===== src/rtl/pgwalk_pkg.sv =====
package pgwalk_pkg;

  typedef enum logic [2:0] {
    ST_IDLE     = 3'd0,
    ST_ROOT_REQ = 3'd1,
    ST_ROOT_RSP = 3'd2,
    ST_LEAF_REQ = 3'd3,
    ST_LEAF_RSP = 3'd4,
    ST_DONE     = 3'd5
  } walk_state_e;

  typedef enum logic [1:0] {
    FLT_NONE   = 2'd0,
    FLT_ABSENT = 2'd1,
    FLT_PROT   = 2'd2
  } fault_e;

  localparam int unsigned PRESENT_BIT  = 0;
  localparam int unsigned WRITABLE_BIT = 1;

endpackage


===== src/rtl/pgwalk_addr.sv =====
module pgwalk_addr #(
  parameter int unsigned ADDR_W = 32,
  parameter int unsigned IDX_W  = 10,
  parameter int unsigned OFF_W  = 12
) (
  input  logic [ADDR_W-1:0]        vaddr,
  input  logic [ADDR_W-1:0]        root_base,
  input  logic [ADDR_W-OFF_W-1:0]  leaf_base,
  input  logic                     leaf_level,
  output logic [ADDR_W-1:0]        mem_addr,
  output logic [OFF_W-1:0]         page_off
);
  localparam int unsigned SLOT_SH = OFF_W - IDX_W;

  logic [IDX_W-1:0]  top_idx;
  logic [IDX_W-1:0]  sub_idx;
  logic [ADDR_W-1:0] top_slot;
  logic [ADDR_W-1:0] root_addr;
  logic [ADDR_W-1:0] leaf_addr;

  assign top_idx   = vaddr[ADDR_W-1 -: IDX_W];
  assign sub_idx   = vaddr[OFF_W +: IDX_W];
  assign page_off  = vaddr[OFF_W-1:0];
  assign top_slot  = {{(ADDR_W-IDX_W){1'b0}}, top_idx} << SLOT_SH;
  assign root_addr = root_base + top_slot;
  assign leaf_addr = {leaf_base, sub_idx, {SLOT_SH{1'b0}}};
  assign mem_addr  = leaf_level ? leaf_addr : root_addr;
endmodule


===== src/rtl/pgwalk_judge.sv =====
module pgwalk_judge
  import pgwalk_pkg::*;
#(
  parameter int unsigned ADDR_W = 32,
  parameter int unsigned OFF_W  = 12
) (
  input  logic [ADDR_W-1:0]       word,
  input  logic                    leaf_level,
  input  logic                    is_write,
  output fault_e                  fault,
  output logic [ADDR_W-OFF_W-1:0] frame
);
  logic present;
  logic writable;

  assign present  = word[PRESENT_BIT];
  assign writable = word[WRITABLE_BIT];
  assign frame    = word[ADDR_W-1:OFF_W];

  always_comb begin
    if (!present)                            fault = FLT_ABSENT;
    else if (leaf_level && is_write && !writable) fault = FLT_PROT;
    else                                     fault = FLT_NONE;
  end
endmodule


===== src/rtl/pgwalk_fsm.sv =====
module pgwalk_fsm
  import pgwalk_pkg::*;
#(
  parameter int unsigned ADDR_W = 32,
  parameter int unsigned OFF_W  = 12
) (
  input  logic                    clk,
  input  logic                    rst_ni,
  input  logic                    req_valid,
  input  logic [ADDR_W-1:0]       req_vaddr,
  input  logic                    req_write,
  input  logic [ADDR_W-1:0]       root_base,
  input  logic                    mem_req_ready,
  input  logic                    mem_rsp_valid,
  input  fault_e                  judge_fault,
  input  logic [ADDR_W-OFF_W-1:0] judge_frame,
  input  logic [OFF_W-1:0]        page_off,
  input  logic                    res_ready,
  output logic [ADDR_W-1:0]       vaddr_q,
  output logic [ADDR_W-1:0]       root_q,
  output logic                    write_q,
  output logic [ADDR_W-OFF_W-1:0] leaf_base_q,
  output logic                    leaf_level,
  output logic                    req_ready,
  output logic                    mem_req_valid,
  output logic                    res_valid,
  output logic [ADDR_W-1:0]       res_paddr,
  output logic [1:0]              res_fault
);
  walk_state_e st_q, st_d;
  logic        cap_en, leaf_en, res_en;
  fault_e      fault_q, fault_d;
  logic [ADDR_W-1:0] paddr_q, paddr_d;

  always_comb begin
    st_d    = st_q;
    cap_en  = 1'b0;
    leaf_en = 1'b0;
    res_en  = 1'b0;
    fault_d = judge_fault;
    paddr_d = '0;
    case (st_q)
      ST_IDLE: if (req_valid) begin
        st_d   = ST_ROOT_REQ;
        cap_en = 1'b1;
      end
      ST_ROOT_REQ: if (mem_req_ready) st_d = ST_ROOT_RSP;
      ST_ROOT_RSP: if (mem_rsp_valid) begin
        if (judge_fault != FLT_NONE) begin
          st_d   = ST_DONE;
          res_en = 1'b1;
        end else begin
          st_d    = ST_LEAF_REQ;
          leaf_en = 1'b1;
        end
      end
      ST_LEAF_REQ: if (mem_req_ready) st_d = ST_LEAF_RSP;
      ST_LEAF_RSP: if (mem_rsp_valid) begin
        st_d   = ST_DONE;
        res_en = 1'b1;
        if (judge_fault == FLT_NONE) paddr_d = {judge_frame, page_off};
      end
      ST_DONE: if (res_ready) st_d = ST_IDLE;
      default: st_d = ST_IDLE;
    endcase
  end

  always_ff @(posedge clk or negedge rst_ni) begin
    if (!rst_ni) st_q <= ST_IDLE;
    else         st_q <= st_d;
  end

  always_ff @(posedge clk or negedge rst_ni) begin
    if (!rst_ni) begin
      vaddr_q <= '0;
      root_q  <= '0;
      write_q <= 1'b0;
    end else if (cap_en) begin
      vaddr_q <= req_vaddr;
      root_q  <= root_base;
      write_q <= req_write;
    end
  end

  always_ff @(posedge clk or negedge rst_ni) begin
    if (!rst_ni)      leaf_base_q <= '0;
    else if (leaf_en) leaf_base_q <= judge_frame;
  end

  always_ff @(posedge clk or negedge rst_ni) begin
    if (!rst_ni) begin
      fault_q <= FLT_NONE;
      paddr_q <= '0;
    end else if (res_en) begin
      fault_q <= fault_d;
      paddr_q <= paddr_d;
    end
  end

  assign req_ready     = (st_q == ST_IDLE);
  assign mem_req_valid = (st_q == ST_ROOT_REQ) || (st_q == ST_LEAF_REQ);
  assign leaf_level    = (st_q == ST_LEAF_REQ) || (st_q == ST_LEAF_RSP);
  assign res_valid     = (st_q == ST_DONE);
  assign res_paddr     = paddr_q;
  assign res_fault     = fault_q;


  mem_hold_chk: assert property (@(posedge clk) disable iff (!rst_ni)
    (mem_req_valid && !mem_req_ready) |=> mem_req_valid);

  one_inflight_chk: assert property (@(posedge clk) disable iff (!rst_ni)
    mem_rsp_valid |-> !mem_req_valid);

  res_hold_chk: assert property (@(posedge clk) disable iff (!rst_ni)
    (res_valid && !res_ready) |=> (res_valid && $stable(res_paddr) && $stable(res_fault)));

  res_release_chk: assert property (@(posedge clk) disable iff (!rst_ni)
    (res_valid && res_ready) |=> req_ready);

  busy_excl_chk: assert property (@(posedge clk) disable iff (!rst_ni)
    !(req_ready && (res_valid || mem_req_valid)));

  fault_zero_chk: assert property (@(posedge clk) disable iff (!rst_ni)
    (res_valid && res_fault != 2'd0) |-> (res_paddr == '0));

  fault_code_chk: assert property (@(posedge clk) disable iff (!rst_ni)
    res_valid |-> (res_fault != 2'd3));
endmodule


===== src/rtl/pgwalk.sv =====
module pgwalk
  import pgwalk_pkg::*;
#(
  parameter int unsigned ADDR_W = 32,
  parameter int unsigned IDX_W  = 10,
  parameter int unsigned OFF_W  = 12
) (
  input  logic              clk,
  input  logic              rst_n,
  input  logic              req_valid,
  output logic              req_ready,
  input  logic [ADDR_W-1:0] req_vaddr,
  input  logic              req_write,
  input  logic [ADDR_W-1:0] root_base,
  output logic              mem_req_valid,
  input  logic              mem_req_ready,
  output logic [ADDR_W-1:0] mem_req_addr,
  input  logic              mem_rsp_valid,
  input  logic [ADDR_W-1:0] mem_rsp_data,
  output logic              res_valid,
  input  logic              res_ready,
  output logic [ADDR_W-1:0] res_paddr,
  output logic [1:0]        res_fault
);
  localparam int unsigned FRAME_W = ADDR_W - OFF_W;

  logic rst_meta, rst_sync;
  always_ff @(posedge clk or negedge rst_n) begin
    if (!rst_n) begin
      rst_meta <= 1'b0;
      rst_sync <= 1'b0;
    end else begin
      rst_meta <= 1'b1;
      rst_sync <= rst_meta;
    end
  end

  logic [ADDR_W-1:0]  vaddr_q, root_q;
  logic               write_q, leaf_level;
  logic [FRAME_W-1:0] leaf_base_q, judge_frame;
  logic [OFF_W-1:0]   page_off;
  fault_e             judge_fault;

  pgwalk_addr #(.ADDR_W(ADDR_W), .IDX_W(IDX_W), .OFF_W(OFF_W)) u_addr (
    .vaddr      (vaddr_q),
    .root_base  (root_q),
    .leaf_base  (leaf_base_q),
    .leaf_level (leaf_level),
    .mem_addr   (mem_req_addr),
    .page_off   (page_off)
  );

  pgwalk_judge #(.ADDR_W(ADDR_W), .OFF_W(OFF_W)) u_judge (
    .word       (mem_rsp_data),
    .leaf_level (leaf_level),
    .is_write   (write_q),
    .fault      (judge_fault),
    .frame      (judge_frame)
  );

  pgwalk_fsm #(.ADDR_W(ADDR_W), .OFF_W(OFF_W)) u_fsm (
    .clk           (clk),
    .rst_ni        (rst_sync),
    .req_valid     (req_valid),
    .req_vaddr     (req_vaddr),
    .req_write     (req_write),
    .root_base     (root_base),
    .mem_req_ready (mem_req_ready),
    .mem_rsp_valid (mem_rsp_valid),
    .judge_fault   (judge_fault),
    .judge_frame   (judge_frame),
    .page_off      (page_off),
    .res_ready     (res_ready),
    .vaddr_q       (vaddr_q),
    .root_q        (root_q),
    .write_q       (write_q),
    .leaf_base_q   (leaf_base_q),
    .leaf_level    (leaf_level),
    .req_ready     (req_ready),
    .mem_req_valid (mem_req_valid),
    .res_valid     (res_valid),
    .res_paddr     (res_paddr),
    .res_fault     (res_fault)
  );


  mem_addr_stable_chk: assert property (@(posedge clk) disable iff (!rst_sync)
    (mem_req_valid && !mem_req_ready) |=> $stable(mem_req_addr));
endmodule


===== config.mk =====
export PLATFORM = sky130hd
export DESIGN_NAME = pgwalk
export DESIGN_NICKNAME = d
export VERILOG_FILES = /design/src/rtl/pgwalk_pkg.sv /design/src/rtl/pgwalk_addr.sv /design/src/rtl/pgwalk_judge.sv /design/src/rtl/pgwalk_fsm.sv /design/src/rtl/pgwalk.sv
export SDC_FILE = /design/constraint.sdc
export NUM_CORES = 1
export LEC_CHECK = 0
export BUFFER_PORTS_ARGS = -buffer_cell sky130_fd_sc_hd__buf_2
export CORE_MARGIN = 3
export CORE_UTILIZATION = 52
export DETAILED_ROUTE_END_ITERATION = 7
export PLACE_DENSITY_LB_ADDON = 0.3
export SETUP_SLACK_MARGIN = 0.1
export SLEW_MARGIN = 5
export SYNTH_ARGS = -nofsm -noshare
export SYNTH_HDL_FRONTEND = slang
export SYNTH_SLANG_ARGS = --single-unit

===== constraint.sdc =====
create_clock -name clk -period 5.04 [get_ports clk]
set_input_delay 0.756 -clock clk [delete_from_list [all_inputs] [get_ports clk]]
set_output_delay 0.756 -clock clk [all_outputs]
set_load 0.05 [all_outputs]

==> impl_results.md, run 1 <==
- Status: finished clean
- # setup viols final: 0
- Synth async-reset ratio: 1.00
- Global-route wire length before repair: 23,800 microns
- Setup TNS: 0 ps
- Hold buffer count at CTS: 0
- Peak Freq: roughly 250 MHz
- Max layer used: met4
- Fin. max-slew vios: 0
- Starting density of the core: 0.540
- Worst hold path type: in2async
- CP Cell Sequence: ha_1, a211oi_1, or4b_1, o21ai_1, nor3_1, xnor2_1, o21ai_0, buf_2
- Die Ht: 113 microns
- Ant diodes: 0
- Core box area: ~11,000 sq um
- Tmin final: roughly 4000 ps
- CTS root buffer: clkbuf_16
- Crit path DAT: 3230 ps
- GR Util All Layers: 0.238
- Die Width: roughly 110 microns
- FF-to-FF Start: u_fsm.st_q[0]
- Share of layout cells above drive strength 1: 0.430
- Critical Path Sink Type: primary output
- WL final: between 10,000 and 15,000 microns
- Final net count: just under 800
- Mapped cell area: about 6000 sq um
- Vias post-DR: between 4,000 and 5,000
- Routed length on met1: 6440 microns
- Initial antenna violation count: 0
- Fin util: 0.674
- Mapped Nets: around 630
- Top FF cell, synth: dfrtp_1
- Die Area: roughly 13,000 sq um
- Placement Rows: 38
- CP peak stage delay: between 400 and 500 ps
- Slew HR: 0.279
- RSZ-0062 raised after global routing: no
- Dpl cells: approximately 790
- Required @ worst endpoint: 4280 ps
- EDFF count, synth: 0
- CP max-delay cell: or4b_1
- Post-cts resize count: 0
- Startpoint types: register
- Max clock buf depth: 2
- Post-CTS Setup Bufs: 0
- Largest net degree at the start of global routing: 79
- Wire length on met2: roughly 7000 microns
- Yosys reg bits: 124
- Remaining Overflow, GRT: 0
- Hold WS: approximately 120 ps
- CTS tree: built
- Final setup skew: between 3 and 4 ps
- Routed len/inst: 17.9 microns
- WL met3: 908 microns
- R2R cell count: 4
- R2R setup slack: about 2500 ps
- TritonCTS buffer count: 17
- DRC: 0
- DP HPWL: 10,600 microns
- Worst Setup Path Type: reg2out
- Post-synthesis sequential area ratio: 0.521
- CP Max Fanout: 11
- Number of top-level pins: ~170
- Via density: about 5.7
- Clock Sinks: between 100 and 150
- Avg Cell Area, Syn: between 10 and 15 sq um
- Number of global-route vias before repair: approximately 4,700
- Final hold viol count: 0
- GP Congestion: slightly above 0.9
- 1st-iter DRT viols: between 300 and 400
- H-tree depth: 4
- Clock Latency Late Sink: slightly above 400 ps
- Layout Cells excl Fill: about 820
- Worst Tran Pin Value: between 1000 and 1500 ps
- Max-cap viol count: 0
- Crit share post-route: 0.792
- Cells after Synth: 515
- Warnings from Yosys: 0
- Crit Reg-Reg Endpoint: u_fsm.root_q[7]
- Worst-path clk slew: ~50 ps
- PortBufs: between 150 and 200
- Area Growth Syn to Fin: 24.7%
- TritonRoute pass-1 iters: 5
- Unique masters post-synth: 52
- Post-route ant nets: 0
-- logic make-up after synthesis --
logic type | Yosys count | share of synthesized area
DFF | 124 | 0.521
and+or+nand+nor | 119 | 0.100
AOI/OAI and AO/OA | 116 | 0.135
muxes | 86 | 0.162
buffers and inverters | 39 | 0.0283
xor gates and xnor gates | 19 | 0.0279
adders and majority gates | 11 | 0.0243
other | 1 | 0.000629
-- final cells by class --
cell class / count / area, sq um
clock inverter: 10 / 115
tap: 140 / 175
clock buffer: 22 / 464
inverter: 6 / 22.5
sequential: 124 / 3110
multi-input combinational: 352 / 2700
fill: 841 / 3600
timing repair buffer: 167 / 851
-- critical path, delay by kind of cell (launching register included) --
kind / cells / cell delay (ps)
adders and majority gates: 1 / 460
AOI/OAI and AO/OA: 3 / 920
xor gates and xnor gates: 1 / 150
DFF: 1 / 400
and+or+nand+nor: 2 / 600
buffers and inverters: 1 / 290
-- routing by layer --
metal | vias up | GRT usage
li1 | 2185 | -
met1 | 2277 | 0.319
met2 | 173 | 0.380
met3 | 25 | 0.0572
met4 | 0 | 0.0817
met5 | - | 0
-- registers in the layout, indices dropped and copies added, names as in the netlist --
name               count
u_fsm.leaf_base_q     20
u_fsm.res_paddr       32
u_fsm.write_q          1
u_fsm.res_fault        2
u_fsm.vaddr_q         32
rst_sync               1
u_fsm.st_q             3
u_fsm.root_q          32
rst_meta               1
-- worst max path at each step --
stage | from | cells past startpoint | slack [ps] | endpoint
CTS | u_fsm.root_q[11] | 8 | 1060 | mem_req_addr[21]
finish | u_fsm.root_q[11] | 8 | 1050 | mem_req_addr[21]
floorplan | u_fsm.root_q[2] | 8 | 1220 | mem_req_addr[12]
global placement | u_fsm.root_q[2] | 9 | 1560 | mem_req_addr[14]
global route | u_fsm.root_q[2] | 9 | 850 | mem_req_addr[14]
detailed placement | u_fsm.root_q[11] | 8 | 1520 | mem_req_addr[21]
-- synthesized netlist by cell type, types with 6 or more instances --
library cell,instances,area share
buf_2,12,0.010
nand3_1,8,0.0067
nand2_1,48,0.030
ha_1,10,0.021
or4_1,6,0.0076
nor2_1,17,0.011
inv_1,6,0.0038
mux2_2,86,0.16
xnor2_1,11,0.016
dfrtp_1,124,0.52
a21oi_1,14,0.012
o211ai_1,6,0.0076
o21ai_0,30,0.025
a31oi_1,6,0.0063
xor2_1,8,0.012
a22o_1,32,0.047
clkbuf_1,18,0.011
-- through the flow --
step	area, sq um	setup slack (ps)
after floorplan	5960	1220
after global routing	7430	852
after CTS	7430	1060
final	7430	1050
after detailed placement	6850	1520
after global placement	6850	1560
-- cells in the final DEF, fill, tap and decap left out, types with 8 or more instances in the layout --
master	count
dfrtp_1	123
buf_2	161
mux2_2	86
nand3_1	8
nor2_1	17
xor2_1	8
a21oi_1	13
clkbuf_16	17
o21ai_0	30
xnor2_1	11
nand2_1	48
ha_1	10
a22o_1	32
Power of run 1 is not shown: default switching activity piles up to over one toggle a cycle in this logic, so the estimate is an artifact.
==> inputs of run 2 (changes only) <==
- clock period: 5.04 -> 3.96 ns (I/O delays scaled with it)
==> impl_results.md, run 2 (synthesis gave the netlist of run 1 again) <==
- Core box area: 11,000 sq um (unchanged)
- Number of top-level pins: 172 (unchanged)
- Setup TNS: 0 ps (unchanged)
- Buf/Inv on CP: 1 (unchanged)
- CTS root buffer: clkbuf_16
- Crit Reg-Reg Endpoint: u_fsm.root_q[27]
- Most used cell, CP: o21ai_0
- Ant diodes: 0 (unchanged)
- Worst Tran Pin Value: 984 ps (-90.9 ps)
- # setup viols final: 0 (unchanged)
- CP Max Fanout: 3 (-8)
- Final instance area: 7490 sq um (+0.77%)
- Crit path DAT: 3120 ps (-110 ps)
- Routed len/inst: 17.8 microns (-0.18%)
- Startpoint types: register
- Tmin final: between 3000 and 4000 ps
- WL final: 14,700 microns (about the same)
- CP startpoint: u_fsm.root_q[2]
- Number of global-route vias before repair: 4,727 (+0.28%)
- Post-route ant nets: 0 (unchanged)
- Starting density of the core: 0.540 (unchanged)
- GR Util All Layers: 0.238 (+0.000670)
- CTS tree: built
- DP HPWL: 10,600 microns (+0.44%)
- Final net count: 786 (+0.51%)
- DRC: 0 (unchanged)
- H-tree depth: 4 (unchanged)
- Most frequent cells in the layout: buf_2, dfrtp_1, mux2_2
- CP delay by family, top: compound AO/OA/AOI/OAI gates
- 1st-iter DRT viols: 344 (+10%)
- CP max-delay cell: fa_1
- CP peak stage delay: 410 ps (-60 ps)
- Fill cell count: 823 (-2.1%)
- Via density: 5.69 (+0.31%)
- CP Cell Sequence: ha_1, fa_1, a21o_1, a211oi_2, o21ai_0, a31oi_1, xnor2_1, o21ai_0, buf_2
- R2R setup slack: 1580 ps (-870 ps)
- Final WS setup: 246 ps (-804 ps)
- TritonCTS buffer count: 17 (unchanged)
- PortBufs: 161 (unchanged)
- Initial antenna violation count: 0 (unchanged)
- Post-CTS Setup Bufs: 0 (unchanged)
- Fin. max-slew vios: 0 (unchanged)
- Dpl ws: 617 ps (-903 ps)
- Share of layout cells above drive strength 1: 0.433 (+0.00313)
- Area Growth Syn to Fin: 25.7%
- Die Ht: 113 microns (unchanged)
- Clock Sinks: 124 (unchanged)
- Vias post-DR: 4,686 (+0.56%)
- Status: finished clean
- Worst Setup Path Type: reg2out
- Final hold viol count: 0 (unchanged)
- Commonest non-fill, non-tap cell in the layout: buf_2
- Slew HR: 0.340 (+0.0608)
- Clock Latency Late Sink: 420 ps (about the same)
- Worst hold path type: reg2async
- Die Area: 12,800 sq um (unchanged)
- Largest net degree at the start of global routing: 44 (-44%)
- RSZ-0062 raised after global routing: no
- Remaining Overflow, GRT: 0 (unchanged)
- Global-route wire length before repair: 23,900 microns (+0.12%)
- Placed Area: 6890 sq um (+0.51%)
- Fin util: 0.679 (+0.00522)
- Max clock buf depth: 2 (unchanged)
- Final setup skew: 11.9 ps (+8.32 ps)
- Worst-path clk slew: 50 ps (about the same)
- R2R cell count: 4 (unchanged)
- Critical Path Sink Type: primary output
- GP Congestion: 0.885 (-2.7%)
- Required @ worst endpoint: 3370 ps (-910 ps)
- Placement Rows: 38 (unchanged)
- Max-cap viol count: 0 (unchanged)
- Die Width: 113 microns (unchanged)
- Peak Freq: between 200 and 300 MHz
- TritonRoute pass-1 iters: 5 (unchanged)
- FF-to-FF Start: u_fsm.st_q[0]
- Crit share post-route: 0.938
==> run 2: cell count changes in the layout (fill, tap and decap cells not counted), sizes merged <==
cell,before,now
clkinv,4,2
clkbuf,22,24
dlygate4sd3,0,1
inv,7,6
buf,167,170
clkinvlp,3,2
==> run 2: layout make-up <==
class / instances / area (sq um) / share of cell area
clock buffer: 24 / 502 / 0.0670
inverter: 6 / 22.5 / 0.00301
sequential: 124 / 3110 / 0.415
tap: 140 / 175 / 0.0234
timing repair buffer: 171 / 896 / 0.120
clock inverter: 6 / 85.1 / 0.0114
multi-input combinational: 352 / 2700 / 0.361
==> run 2: through the flow <==
step,hold slack [ps],instances
4_1_cts,345,823
3_5_place_dp,340,792
3_3_place_gp,331,792
2_1_floorplan,298,515
5_1_grt,374,823
6_report,309,823
==> run 2: worst reg2reg max path, stage by stage, from the launching register on <==
cell     delay (ps)
dfrtp_1         540
nor3_1          290
and2_2          720
buf_12          330
mux2_2          380
==> run 2: per-layer routing <==
layer | GRT usage | vias up | wire, microns
met5 | 0 | - | 0
li1 | - | 2196 | -
met2 | 0.376 | 164 | 7020
met3 | 0.0701 | 19 | 943
met4 | 0.0721 | 0 | 185
met1 | 0.321 | 2307 | 6520
==> run 2: how the worst max path moves through the flow <==
stage | to | cells past startpoint | slack [ps]
global route | mem_req_addr[14] | 9 | 110
detailed placement | mem_req_addr[12] | 9 | 620
global placement | mem_req_addr[14] | 9 | 670
finish | mem_req_addr[12] | 9 | 250
floorplan | u_fsm.leaf_base_q[0] | 0 | 250
CTS | mem_req_addr[12] | 9 | 140
==> run 2: timing repair <==
action	in CTS	in global routing
endpoints found under the hold margin	2	0
gates resized for setup	0	1
hold buffers	1	0
setup endpoints to repair	0	2
Power of run 2 is left out for the same reason.
